$ cat src/rtl/mdma_pkg.sv
// Package: shared types and helpers for the multiword DMA strobe sequencer.
// Assumes: timing fields are unsigned cycle counts; a zero field means one cycle.
package mdma_pkg;

    typedef enum logic [2:0] {
        ST_IDLE    = 3'd0,
        ST_SETUP   = 3'd1,
        ST_ACTIVE  = 3'd2,
        ST_RECOVER = 3'd3,
        ST_EOC     = 3'd4
    } seq_state_t;

endpackage

$ cat src/rtl/mdma_phase_timer.sv
// Module: shared down-counter that times every sequencer phase.
// A load sets the count so that the phase lasts max(value,1) cycles.
// The expired flag is high in the final cycle of the phase.
// Assumes: load is asserted in the cycle before the first cycle of the phase.
module mdma_phase_timer #(
    parameter int TW = 8
) (
    input  logic          clk,
    input  logic          rst_n,
    input  logic          load,
    input  logic [TW-1:0] load_val,
    output logic          expired
);
    localparam logic [TW-1:0] ONE = TW'(1);

    logic [TW-1:0] cnt_q;

    // Reload on phase entry, otherwise count down and stop at zero.
    always_ff @(posedge clk) begin
        if (!rst_n) begin
            cnt_q <= '0;
        end else if (load) begin
            cnt_q <= (load_val == '0) ? '0 : load_val - ONE;
        end else if (cnt_q != '0) begin
            cnt_q <= cnt_q - ONE;
        end
    end

    assign expired = (cnt_q == '0);
endmodule

$ cat src/rtl/mdma_word_tracker.sv
// Module: keeps the remaining word count and the latched direction.
// Assumes: arm is only honoured in idle, and one decrement happens per completed strobe.
module mdma_word_tracker #(
    parameter int WCW = 16
) (
    input  logic           clk,
    input  logic           rst_n,
    input  logic           arm,
    input  logic           arm_write,
    input  logic [WCW-1:0] arm_words,
    input  logic           dec,
    output logic           words_left,
    output logic           is_write
);
    localparam logic [WCW-1:0] ONE = WCW'(1);

    logic [WCW-1:0] remain_q;
    logic           write_q;

    // Load the word count and direction on arm; count words down as strobes finish.
    always_ff @(posedge clk) begin
        if (!rst_n) begin
            remain_q <= '0;
            write_q  <= 1'b0;
        end else if (arm) begin
            remain_q <= arm_words;
            write_q  <= arm_write;
        end else if (dec && remain_q != '0) begin
            remain_q <= remain_q - ONE;
        end
    end

    assign words_left = (remain_q != '0);
    assign is_write   = write_q;
endmodule

$ cat src/rtl/mdma_seq_fsm.sv
// Module: phase state machine (idle, lead, active, recovery, end-of-cycle).
// Chooses the timer reload value for the state being entered.
// Assumes: the timer is reloaded on every state change, and the device request
// is sampled only in idle and at the end of a recovery period.
module mdma_seq_fsm
    import mdma_pkg::*;
#(
    parameter int TW = 8
) (
    input  logic          clk,
    input  logic          rst_n,
    input  logic          dmarq,
    input  logic          words_left,
    input  logic          is_write,
    input  logic          expired,
    input  logic [TW-1:0] t_setup,
    input  logic [TW-1:0] t_active,
    input  logic [TW-1:0] t_neg_rd,
    input  logic [TW-1:0] t_neg_wr,
    input  logic [TW-1:0] t_eoc,
    output seq_state_t    state,
    output logic          tmr_load,
    output logic [TW-1:0] tmr_val,
    output logic          word_done,
    output logic          burst_end
);
    seq_state_t state_q, state_d;

    // Next-state selection for each phase.
    always_comb begin
        state_d = state_q;
        unique case (state_q)
            ST_IDLE:    if (words_left && dmarq) state_d = ST_SETUP;
            ST_SETUP:   if (expired) state_d = ST_ACTIVE;
            ST_ACTIVE:  if (expired) state_d = ST_RECOVER;
            ST_RECOVER: if (expired) state_d = (words_left && dmarq) ? ST_ACTIVE : ST_EOC;
            ST_EOC:     if (expired) state_d = ST_IDLE;
            default:    state_d = ST_IDLE;
        endcase
    end

    // Timer reload value chosen by the state about to be entered.
    always_comb begin
        unique case (state_d)
            ST_SETUP:   tmr_val = t_setup;
            ST_ACTIVE:  tmr_val = t_active;
            ST_RECOVER: tmr_val = is_write ? t_neg_wr : t_neg_rd;
            ST_EOC:     tmr_val = t_eoc;
            default:    tmr_val = '0;
        endcase
    end

    // State register.
    always_ff @(posedge clk) begin
        if (!rst_n) state_q <= ST_IDLE;
        else        state_q <= state_d;
    end

    assign tmr_load  = (state_d != state_q);
    assign word_done = (state_q == ST_ACTIVE) && expired;
    assign burst_end = (state_q == ST_EOC) && expired;
    assign state     = state_q;
endmodule

$ cat src/rtl/mdma_strobe_seq.sv
// Module: top of the multiword DMA strobe sequencer.
// Joins the word tracker, the phase FSM and the phase timer, and decodes the bus strobes.
// Assumes: timing fields stay stable during a burst. Pad skew and cable delay are
// handled outside this block.
module mdma_strobe_seq
    import mdma_pkg::*;
#(
    parameter int TW  = 8,
    parameter int WCW = 16
) (
    input  logic           clk,
    input  logic           rst_n,
    input  logic           xfer_start,
    input  logic           xfer_write,
    input  logic [WCW-1:0] xfer_words,
    input  logic           dmarq,
    input  logic [TW-1:0]  t_setup,
    input  logic [TW-1:0]  t_active,
    input  logic [TW-1:0]  t_neg_rd,
    input  logic [TW-1:0]  t_neg_wr,
    input  logic [TW-1:0]  t_eoc,
    output logic           dmack_o,
    output logic           cs_valid_o,
    output logic           dior_o,
    output logic           diow_o,
    output logic           dout_en_o,
    output logic           rd_capture_o,
    output logic           done_o
);
    seq_state_t    state;
    logic          words_left, is_write, expired;
    logic          tmr_load, word_done, burst_end;
    logic [TW-1:0] tmr_val;
    logic          done_q;
    logic          arm;

    assign arm = xfer_start && (state == ST_IDLE);

    mdma_word_tracker #(.WCW(WCW)) u_words (
        .clk        (clk),
        .rst_n      (rst_n),
        .arm        (arm),
        .arm_write  (xfer_write),
        .arm_words  (xfer_words),
        .dec        (word_done),
        .words_left (words_left),
        .is_write   (is_write)
    );

    mdma_seq_fsm #(.TW(TW)) u_fsm (
        .clk        (clk),
        .rst_n      (rst_n),
        .dmarq      (dmarq),
        .words_left (words_left),
        .is_write   (is_write),
        .expired    (expired),
        .t_setup    (t_setup),
        .t_active   (t_active),
        .t_neg_rd   (t_neg_rd),
        .t_neg_wr   (t_neg_wr),
        .t_eoc      (t_eoc),
        .state      (state),
        .tmr_load   (tmr_load),
        .tmr_val    (tmr_val),
        .word_done  (word_done),
        .burst_end  (burst_end)
    );

    mdma_phase_timer #(.TW(TW)) u_timer (
        .clk      (clk),
        .rst_n    (rst_n),
        .load     (tmr_load),
        .load_val (tmr_val),
        .expired  (expired)
    );

    // Completion pulse: end of the end-of-cycle phase with no words left.
    always_ff @(posedge clk) begin
        if (!rst_n) done_q <= 1'b0;
        else        done_q <= burst_end && !words_left;
    end

    // Bus-side decode from the registered phase state.
    always_comb begin
        dmack_o      = (state != ST_IDLE);
        cs_valid_o   = (state != ST_IDLE);
        dior_o       = (state == ST_ACTIVE) && !is_write;
        diow_o       = (state == ST_ACTIVE) && is_write;
        dout_en_o    = is_write && (state == ST_SETUP || state == ST_ACTIVE ||
                                    state == ST_RECOVER);
        rd_capture_o = (state == ST_ACTIVE) && !is_write && expired;
        done_o       = done_q;
    end
endmodule

$ cat config.mk
export PLATFORM = sky130hd
export DESIGN_NAME = mdma_strobe_seq
export DESIGN_NICKNAME = d
export VERILOG_FILES = /design/src/rtl/mdma_pkg.sv /design/src/rtl/mdma_phase_timer.sv /design/src/rtl/mdma_word_tracker.sv /design/src/rtl/mdma_seq_fsm.sv /design/src/rtl/mdma_strobe_seq.sv
export SDC_FILE = /design/constraint.sdc
export NUM_CORES = 1
export LEC_CHECK = 0
export ABC_CLOCK_PERIOD_IN_PS = 6100
export CAP_MARGIN = 20
export CORE_UTILIZATION = 40
export CTS_BUF_LIST = sky130_fd_sc_hd__clkbuf_4 sky130_fd_sc_hd__clkbuf_8
export CTS_CLUSTER_DIAMETER = 100
export DETAILED_ROUTE_END_ITERATION = 8
export PLACE_DENSITY_LB_ADDON = 0.15
export SLEW_MARGIN = 20
export SYNTH_ARGS = -nofsm -noshare
export SYNTH_HDL_FRONTEND = slang
export SYNTH_SLANG_ARGS = --single-unit
$ cat constraint.sdc
create_clock -name clk -period 6.1 [get_ports clk]
set_input_delay 1.22 -clock clk [delete_from_list [all_inputs] [get_ports clk]]
set_output_delay 1.22 -clock clk [all_outputs]
set_load 0.01 [all_outputs]
==> results of run 1 <==
-- metal layers --
metal	up-vias	track usage (%)	share of wire [%]
li1	1189	-	-
met1	1049	27.58	46
met2	74	37.43	46
met3	4	4.824	6.4
met4	0	7.170	0.74
met5	-	0	0
-- logic make-up (layout without fill, tap and decap cells) --
logic type,after synthesis,after routing,synth area share (%)
flops,29,29,25.29
compound gates,73,73,23.49
mux,8,8,3.815
fa+ha+maj,4,4,2.180
simple gates,133,133,32.26
xor+xnor,20,20,7.630
buf+inv,25,85,5.340
-- power groups by stage --
| stage | Combinational (mW) | Sequential, mW | Clock [mW] |
|---|---|---|---|
| after floorplan | 0.482 | 0.272 | 0 |
| after global placement | 0.605 | 0.295 | 0 |
| after detailed placement | 0.607 | 0.295 | 0 |
| after CTS | 0.612 | 0.291 | 0.181 |
| after global routing | 0.684 | 0.299 | 0.190 |
| final | 0.613 | 0.293 | 0.176 |
-- registers in the layout (all words and copies together) (netlist names) --
register          count
done_o                1
u_fsm.state           3
u_timer.cnt_q         8
u_words.is_write      1
u_words.remain_q     16
-- area by class of cell --
class	count	area, sq um	share of cell area (%)
clock buffers	7	96.34	3.135
clock inverters	1	5.005	0.1629
repair buffers	67	670.6	21.82
well taps	72	90.09	2.932
flip-flops and latches	29	580.6	18.89
multi-input cells	238	1593	51.83
inverters	10	37.54	1.221
-- path summary, 6_finish.rpt --
kind,startpoint,to,slack [ns],cells past startpoint
setup / recovery,dmarq,u_timer.cnt_q[4],2.48,12
hold reg to reg,u_words.remain_q[4],u_words.remain_q[4],0.56,2
hold / removal,u_words.remain_q[4],u_words.remain_q[4],0.56,2
setup reg to reg,u_timer.cnt_q[0],u_timer.cnt_q[4],2.77,14
-- worst reg2reg max path, cell delays in order (launching register included) --
cell	delay, ns
dfxtp_1	0.33
inv_1	0.10
ha_1	0.23
or4b_4	0.54
nor2_8	0.21
o2111ai_2	0.17
nand2_1	0.26
a211oi_1	0.10
o31a_1	0.37
ha_1	0.21
inv_1	0.06
nor2_1	0.06
nand4_2	0.20
nand2_1	0.10
o32ai_1	0.30
-- synth_stat cells, types with 7 or more instances --
cell	count	area, sq um
inv_1	10	37.54
nand2_1	20	75.07
nor2b_1	8	50.05
a211oi_1	17	127.6
clkbuf_1	8	30.03
nor2_1	42	157.7
dfxtp_1	29	580.6
a21oi_1	12	60.06
xnor2_1	12	105.1
o21ai_0	13	65.06
nand3_1	14	70.07
nor3_1	12	60.06
xor2_1	8	70.07
nand4_1	7	43.79
==> run metrics, run 1 <==
status finished clean; Top FF cell, synth dfxtp_1; commonest non-fill, non-tap cell in the layout clkdlybuf4s50_1; placed inst area 0.002972 sq mm; critical path endpoint category flip-flop; Power, Total 1.082 mW; Fillers 519; CTS Root Cell clkbuf_8; delay of the slowest critical-path stage 0.50 ns; Routed Antenna Nets 0; worst vdd ir 0.1862 mV; maximum clock rate 276.3 MHz; Hold Worst Slack 0.5640 ns; mapped cell area 0.002296 sq mm; Final Skew 0.008264 ns; num rows 27; largest net degree at the start of global routing 33; Mapped Nets 357; unrepaired setup endpoints after global routing no; Reg power frac 27.1%; number of synthesized register bits 29; clk buf depth 2; clock latency on the worst-skew pair 0.28 ns; die area 0.006047 sq mm; CP Cell Sequence clkdlybuf4s50_1, inv_1, o2111a_1, or2_1, a32oi_1, o31a_1, ha_1, inv_1, nor2_1, nand4_2, nand2_1, o32ai_1; synth-to-layout area growth 33.84%; die height 77.76 um; CTS buffer count 5; H-tree depth 2; worst-path maximum fanout 8; Final Slew Violations 0; gp weighted congestion 0.8579; P_sw 0.4758 mW; crit path max-delay cell type clkdlybuf4s50_1; Buffers & Inverters on Critical Path 3; clock power share 16.3%; vias per cell 5.462; total track usage 22.09%; 1st-pass router iterations 5; number of flops mapped to enable cells by yosys 0; Worst Path Arrival 3.75 ns; sequential-to-total area share from yosys stat 25.29%; IO Pins 68; Internal 0.6060 mW; vias in the first global route 2249; core area 0.005507 sq mm; # port buffers 67; placed cells 416; GRT overflow 0; via count 2316; worst-margin pin slew 0.9570 ns; DP Wirelength 4.682 mm; post-CTS resize count 0; drt drc 0; Syn. warnings 0; post-layout net count 416; clock sink count 29; pwr dens 352.0 mW/mm^2; Iteration-0 DRC Markers 176; routed len/inst 14.61 um; worst rel slew slack 36.05%; Initial Util 41.70%; CP most frequent cell inv_1; die width 77.76 um; cell family with the largest share of critical-path delay compound AO/OA/AOI/OAI gates; type of origin of the critical path input port; Worst EP required 6.24 ns; post-synth cell types 65; share of async-settable or async-resettable flops after synthesis 0%; Sum Neg Setup Slack 0 ns; layout cells sized above 1 8.523%; postcts setup bufs 0; most frequent cells in the layout clkdlybuf4s50_1, nor2_1, dfxtp_1; Avg Cell Area, Syn 7.863 sq um; Routed Wire Length 6.193 mm; Crit Path Category input port to flip-flop; shortest period the worst path allows 3.619 ns; DP Worst Slack 2.224 ns; Leakage 1.114 nW; fin area 0.003073 sq mm; count of final hold-check violations 0; initial antenna violation count 0; worst setup margin 2.481 ns; first-pass GRT wire length 10.63 mm; Sw Share 43.98%; max-cap viol count 0; ANT cells 0; final setup vio count 0; fin util 55.81%; Combinational Power Share 56.7%; cell count after synthesis 292; HP Class flip-flop to flip-flop; cts hold-fix bufs 0; final period utilization 59.33%; CTS tree done; Post-Layout Cell Count 424; clock input transition at the sequential cells of the worst setup and hold paths 0.06 ns
Power figures use the tool's default switching activity.
==> inputs of run 2 (changes only) <==
--- a/config.mk
+++ b/config.mk
@@ -5,7 +5,7 @@
 export SDC_FILE = /design/constraint.sdc
 export NUM_CORES = 1
 export LEC_CHECK = 0
-export ABC_CLOCK_PERIOD_IN_PS = 6100
+export ABC_CLOCK_PERIOD_IN_PS = 3570
 export CAP_MARGIN = 20
 export CORE_UTILIZATION = 40
 export CTS_BUF_LIST = sky130_fd_sc_hd__clkbuf_4 sky130_fd_sc_hd__clkbuf_8
==> constraint.sdc (replaced) <==
create_clock -name clk -period 3.57 [get_ports clk]
set_input_delay 0.714 -clock clk [delete_from_list [all_inputs] [get_ports clk]]
set_output_delay 0.714 -clock clk [all_outputs]
set_load 0.01 [all_outputs]
==> run metrics, run 2 (synthesized netlist as in run 1, its figures left out) <==
critical path endpoint category flip-flop; type of origin of the critical path flip-flop; post-layout net count 422 (+1.4%); Worst Path Arrival 3.37 ns (-0.38 ns); die width 77.76 um (unchanged); clock sink count 29 (unchanged); Leakage 1.139 nW (+2.2%); Final Slew Violations 0 (unchanged); drt drc 0 (unchanged); count of final hold-check violations 0 (unchanged); final period utilization 90.26%; Worst EP required 3.72 ns (-2.52 ns); cell family with the largest share of critical-path delay simple AND/OR/NAND/NOR gates; routed len/inst 14.47 um (-0.97%); Sum Neg Setup Slack 0 ns (unchanged); cts hold-fix bufs 0 (unchanged); maximum clock rate 310.3 MHz; CTS tree done; vias in the first global route 2244 (-0.22%); pwr dens 602.0 mW/mm^2 (+71%); DP Wirelength 4.723 mm (+0.89%); fin util 56.51% (+0.70 points); commonest non-fill, non-tap cell in the layout clkdlybuf4s50_1; CTS buffer count 5 (unchanged); GRT overflow 0 (unchanged); shortest period the worst path allows 3.222 ns; num rows 27 (unchanged); crit path max-delay cell type dfxtp_1; vias per cell 5.451 (-0.20%); synth-to-layout area growth 35.53%; Routed Wire Length 6.220 mm (+0.44%); Initial Util 41.70% (unchanged); Top Metal Used met4; Metal-1 WL 2.914 mm (+1.2%); clock latency on the worst-skew pair 0.28 ns (about the same); Biggest register u_words.remain_q; Final Skew 0.01039 ns (+0.002124 ns); die area 0.006047 sq mm (unchanged); CTS Root Cell clkbuf_8; Crit Path Category flip-flop to flip-flop; status finished clean; ANT cells 0 (unchanged); Buffers & Inverters on Critical Path 2 (-1); Fillers 552 (+6.4%); unrepaired setup endpoints after global routing no; first-pass GRT wire length 10.65 mm (+0.25%); largest net degree at the start of global routing 33 (unchanged); worst rel slew slack 34.65% (-1.4 points); H-tree depth 2 (unchanged); HP Class flip-flop to flip-flop; CP Cell Sequence inv_1, ha_1, nor4b_4, nand2_4, and3_4, or2_1, a32oi_1, o21a_1, ha_1, inv_1, nor2_1, nand4_2, a22oi_2, nor2_1; total track usage 22.20% (+0.11 points); 1st-pass router iterations 4 (-1); routed wl met3 377 um (-4.6%); IO Pins 68 (unchanged); worst-margin pin slew 0.9779 ns (+0.02098 ns); max-cap viol count 0 (unchanged); met2 WL 2.864 mm (-0.28%); die height 77.76 um (unchanged); initial antenna violation count 0 (unchanged); clk buf depth 2 (unchanged); layout cells sized above 1 10.06% (+1.5 points); postcts setup bufs 0 (unchanged); Routed Antenna Nets 0 (unchanged); # port buffers 67 (unchanged); post-CTS resize count 0 (unchanged); clock input transition at the sequential cells of the worst setup and hold paths 0.07 ns (about the same); worst vdd ir 0.2823 mV (+52%); core area 0.005507 sq mm (unchanged); gp weighted congestion 0.8720 (+1.6%); most frequent cells in the layout clkdlybuf4s50_1, nor2_1, dfxtp_1; final setup vio count 0 (unchanged); via count 2344 (+1.2%); Iteration-0 DRC Markers 110 (-38%); delay of the slowest critical-path stage 0.33 ns (-0.17 ns); flip-flop count of the largest register after layout 16 (unchanged); worst-path maximum fanout 10 (+2)
run 2: per-layer routing:
layer,global-route usage [%],vias to the layer above
met5,0,-
met4,6.226,0
met3,4.588,7
met2,37.61,69
met1,28.25,1064
li1,-,1204
run 2: per-stage QoR:
step / instance area (sq um) / hold slack, ns / std cells / setup WS, ns / total power [mW]
2_1_floorplan: 2296 / 0.5165 / 292 / 0.5905 / 1.290
3_3_place_gp: 3017 / 0.5433 / 422 / 0.3005 / 1.589
3_5_place_dp: 3017 / 0.5505 / 422 / 0.2348 / 1.591
4_1_cts: 3103 / 0.5689 / 430 / 0.3226 / 1.872
5_1_grt: 3112 / 0.6026 / 430 / 0.03904 / 2.023
6_report: 3112 / 0.5710 / 430 / 0.3476 / 1.873
run 2: path summary, 6_finish.rpt:
kind / startpoint / end / slack, ns / cells after the start
max reg2reg: u_timer.cnt_q[0] / u_timer.cnt_q[1] / 0.35 / 14
max: u_timer.cnt_q[0] / u_timer.cnt_q[1] / 0.35 / 14
min reg2reg: u_words.remain_q[4] / u_words.remain_q[4] / 0.57 / 2
min: u_words.remain_q[4] / u_words.remain_q[4] / 0.57 / 2
run 2: power by group:
group	total, mW	leakage, nW	internal, mW	switching (mW)
Clock	0.269	0.0484	0.142	0.126
Combinational	1.11	0.851	0.505	0.605
Sequential	0.495	0.240	0.397	0.0974
run 2: layout make-up:
cell class | instances | area (sq um) | area share [%]
Multi-Input combinational cell | 238 | 1602 | 51.47
Timing Repair Buffer | 73 | 715.7 | 23.00
Sequential cell | 29 | 580.6 | 18.66
Tap cell | 72 | 90.09 | 2.895
Clock buffer | 6 | 76.32 | 2.453
Inverter | 10 | 37.54 | 1.206
Clock inverter | 2 | 10.01 | 0.3217
run 2: worst register-to-register path, stage by stage (launching register included):
cell and delay (ns):
dfxtp_1 0.33, inv_1 0.10, ha_1 0.24, nor4b_4 0.33
nand2_4 0.19, and3_4 0.25, or2_1 0.31, a32oi_1 0.17
o21a_1 0.29, ha_1 0.20, inv_1 0.04, nor2_1 0.16
nand4_2 0.22, a22oi_2 0.21, nor2_1 0.05
==> inputs of run 3 (changes only) <==
--- a/config.mk
+++ b/config.mk
@@ -11,8 +11,8 @@
 export CTS_BUF_LIST = sky130_fd_sc_hd__clkbuf_4 sky130_fd_sc_hd__clkbuf_8
 export CTS_CLUSTER_DIAMETER = 100
 export DETAILED_ROUTE_END_ITERATION = 8
-export PLACE_DENSITY_LB_ADDON = 0.15
-export SLEW_MARGIN = 20
+export GPL_ROUTABILITY_DRIVEN = 0
+export PLACE_DENSITY = 0.81
 export SYNTH_ARGS = -nofsm -noshare
 export SYNTH_HDL_FRONTEND = slang
 export SYNTH_SLANG_ARGS = --single-unit
==> run metrics, run 3 (synthesized netlist as in run 1, its figures left out) <==
status finished clean; clk buf depth 2 (unchanged); CP startpoint u_timer.cnt_q[0]; IO Pins 68 (unchanged); post-CTS resize count 0 (unchanged); # port buffers 67 (unchanged); worst rel slew slack 37.01% (+2.4 points); H-tree depth 2 (unchanged); fin util 56.49% (about the same); GRT overflow 0 (unchanged); unrepaired setup endpoints after global routing no; CTS tree done; post-layout net count 423 (+0.24%); worst reg2reg startpoint u_timer.cnt_q[0]; first-pass GRT wire length 10.99 mm (+3.2%); largest net degree at the start of global routing 33 (unchanged); Buffers & Inverters on Critical Path 2 (unchanged); worst-margin pin slew 0.9425 ns (-0.03541 ns); Routed Wire Length 6.339 mm (+1.9%); type of origin of the critical path flip-flop; core area 0.005507 sq mm (unchanged); 1st-pass router iterations 5 (+1); Sum Neg Setup Slack 0 ns (unchanged); worst vdd ir 0.3036 mV (+7.5%); Biggest register u_words.remain_q; count of final hold-check violations 0 (unchanged); CTS buffer count 5 (unchanged); layout cells sized above 1 10.31% (+0.25 points); clock input transition at the sequential cells of the worst setup and hold paths 0.07 ns (about the same); crit path max-delay cell type nor4b_4; synth-to-layout area growth 35.48% (about the same); Leakage 1.138 nW (about the same); initial antenna violation count 0 (unchanged); vias per cell 5.594 (+2.6%); postcts setup bufs 0 (unchanged); most frequent cells in the layout clkdlybuf4s50_1, nor2_1, dfxtp_1; reg2reg end u_timer.cnt_q[1]; cell family with the largest share of critical-path delay simple AND/OR/NAND/NOR gates; Final Slew Violations 0 (unchanged); shortest period the worst path allows 3.263 ns (+0.04097 ns); max-cap viol count 0 (unchanged); HP Class flip-flop to flip-flop; commonest non-fill, non-tap cell in the layout clkdlybuf4s50_1; via count 2411 (+2.9%); vias in the first global route 2441 (+8.8%); worst-path maximum fanout 10 (unchanged); critical path depth in cells 14 (unchanged); Initial Util 41.70% (unchanged); Iteration-0 DRC Markers 108 (-1.8%); clock latency on the worst-skew pair 0.28 ns (about the same); flop2flop setup slack 0.31 ns (-0.04 ns); ANT cells 0 (unchanged); clock sink count 29 (unchanged); DP Wirelength 4.846 mm (+2.6%); die height 77.76 um (unchanged); cts hold-fix bufs 0 (unchanged); final period utilization 91.41% (+1.1 points); pwr dens 601.7 mW/mm^2 (about the same); num rows 27 (unchanged); flip-flop count of the largest register after layout 16 (unchanged); CP Cell Sequence inv_1, ha_1, nor4b_4, nand2_4, mux2i_2, nand2_1, a32oi_1, o21a_1, ha_1, inv_1, nor2_1, nand4_2, a22oi_2, nor2_1; Worst EP required 3.72 ns (about the same); Routed Antenna Nets 0 (unchanged); CTS Root Cell clkbuf_8; die area 0.006047 sq mm (unchanged); maximum clock rate 306.4 MHz (-1.3%); critical path endpoint category flip-flop; delay of the slowest critical-path stage 0.34 ns (about the same); Worst Path Arrival 3.41 ns (+0.04 ns); CP endpoint u_timer.cnt_q[1]; path depth of the worst reg2reg path 14 (unchanged); routed len/inst 14.71 um (+1.7%); final setup vio count 0 (unchanged); drt drc 0 (unchanged); die width 77.76 um (unchanged); total track usage 22.39% (+0.19 points); Final Skew 0.004120 ns (-0.006267 ns); Crit Path Category flip-flop to flip-flop
[run 3: area by class of cell]
class / count / area, sq um
clock buffers: 5 / 68.82
flip-flops and latches: 29 / 580.6
repair buffers: 74 / 723.2
clock inverters: 3 / 17.52
fillers: 509 / 2396
well taps: 72 / 90.09
inverters: 10 / 37.54
multi-input cells: 238 / 1593
[run 3: how the worst min path moves through the flow]
stage / start / to / slack, ns / cells after the start
4_1_cts: u_words.remain_q[4] / u_words.remain_q[4] / 0.57 / 2
6_report: u_words.remain_q[4] / u_words.remain_q[4] / 0.57 / 2
3_5_place_dp: u_words.remain_q[4] / u_words.remain_q[4] / 0.56 / 2
5_1_grt: u_words.remain_q[4] / u_words.remain_q[4] / 0.60 / 2
2_1_floorplan: u_words.remain_q[4] / u_words.remain_q[4] / 0.52 / 2
3_3_place_gp: u_words.remain_q[4] / u_words.remain_q[4] / 0.54 / 2
[run 3: power breakdown]
group	switching, mW	total [mW]	internal (mW)
sequential	0.0933	0.491	0.397
clock	0.131	0.265	0.134
combinational	0.614	1.12	0.502
[run 3: through the flow]
stage          instances  total power, mW  instance area [sq um]  hold WS (ns)  setup slack (ns)
5_1_grt              431            2.014                   3110        0.6033           0.05579
4_1_cts              431            1.868                   3110        0.5702            0.3367
6_report             431            1.872                   3110        0.5748            0.3067
3_5_place_dp         423            1.596                   3024        0.5617            0.1865
2_1_floorplan        292            1.290                   2296        0.5165            0.5905
3_3_place_gp         423            1.565                   3024        0.5370            0.3036
[run 3: worst reg2reg max path, delay by kind of cell (launching register included)]
| family | cells | cell delay [ns] |
|---|---|---|
| adder cells (fa/ha/maj) | 2 | 0.42 |
| buffers and inverters | 2 | 0.14 |
| AND/OR/NAND/NOR | 6 | 1.18 |
| flip-flops | 1 | 0.33 |
| multiplexers | 1 | 0.32 |
| AO/OA/AOI/OAI | 3 | 0.74 |
[run 3: per-layer routing]
layer  share of wire, %  GRT usage (%)  wire, um  vias up
met5                  0              0         0        -
met4                1.7          8.302       107        0
met3                6.0          5.059       381       12
met2                 49          39.20      3079       76
met1                 44          26.43      2770     1118
li1                   -              -         -     1205
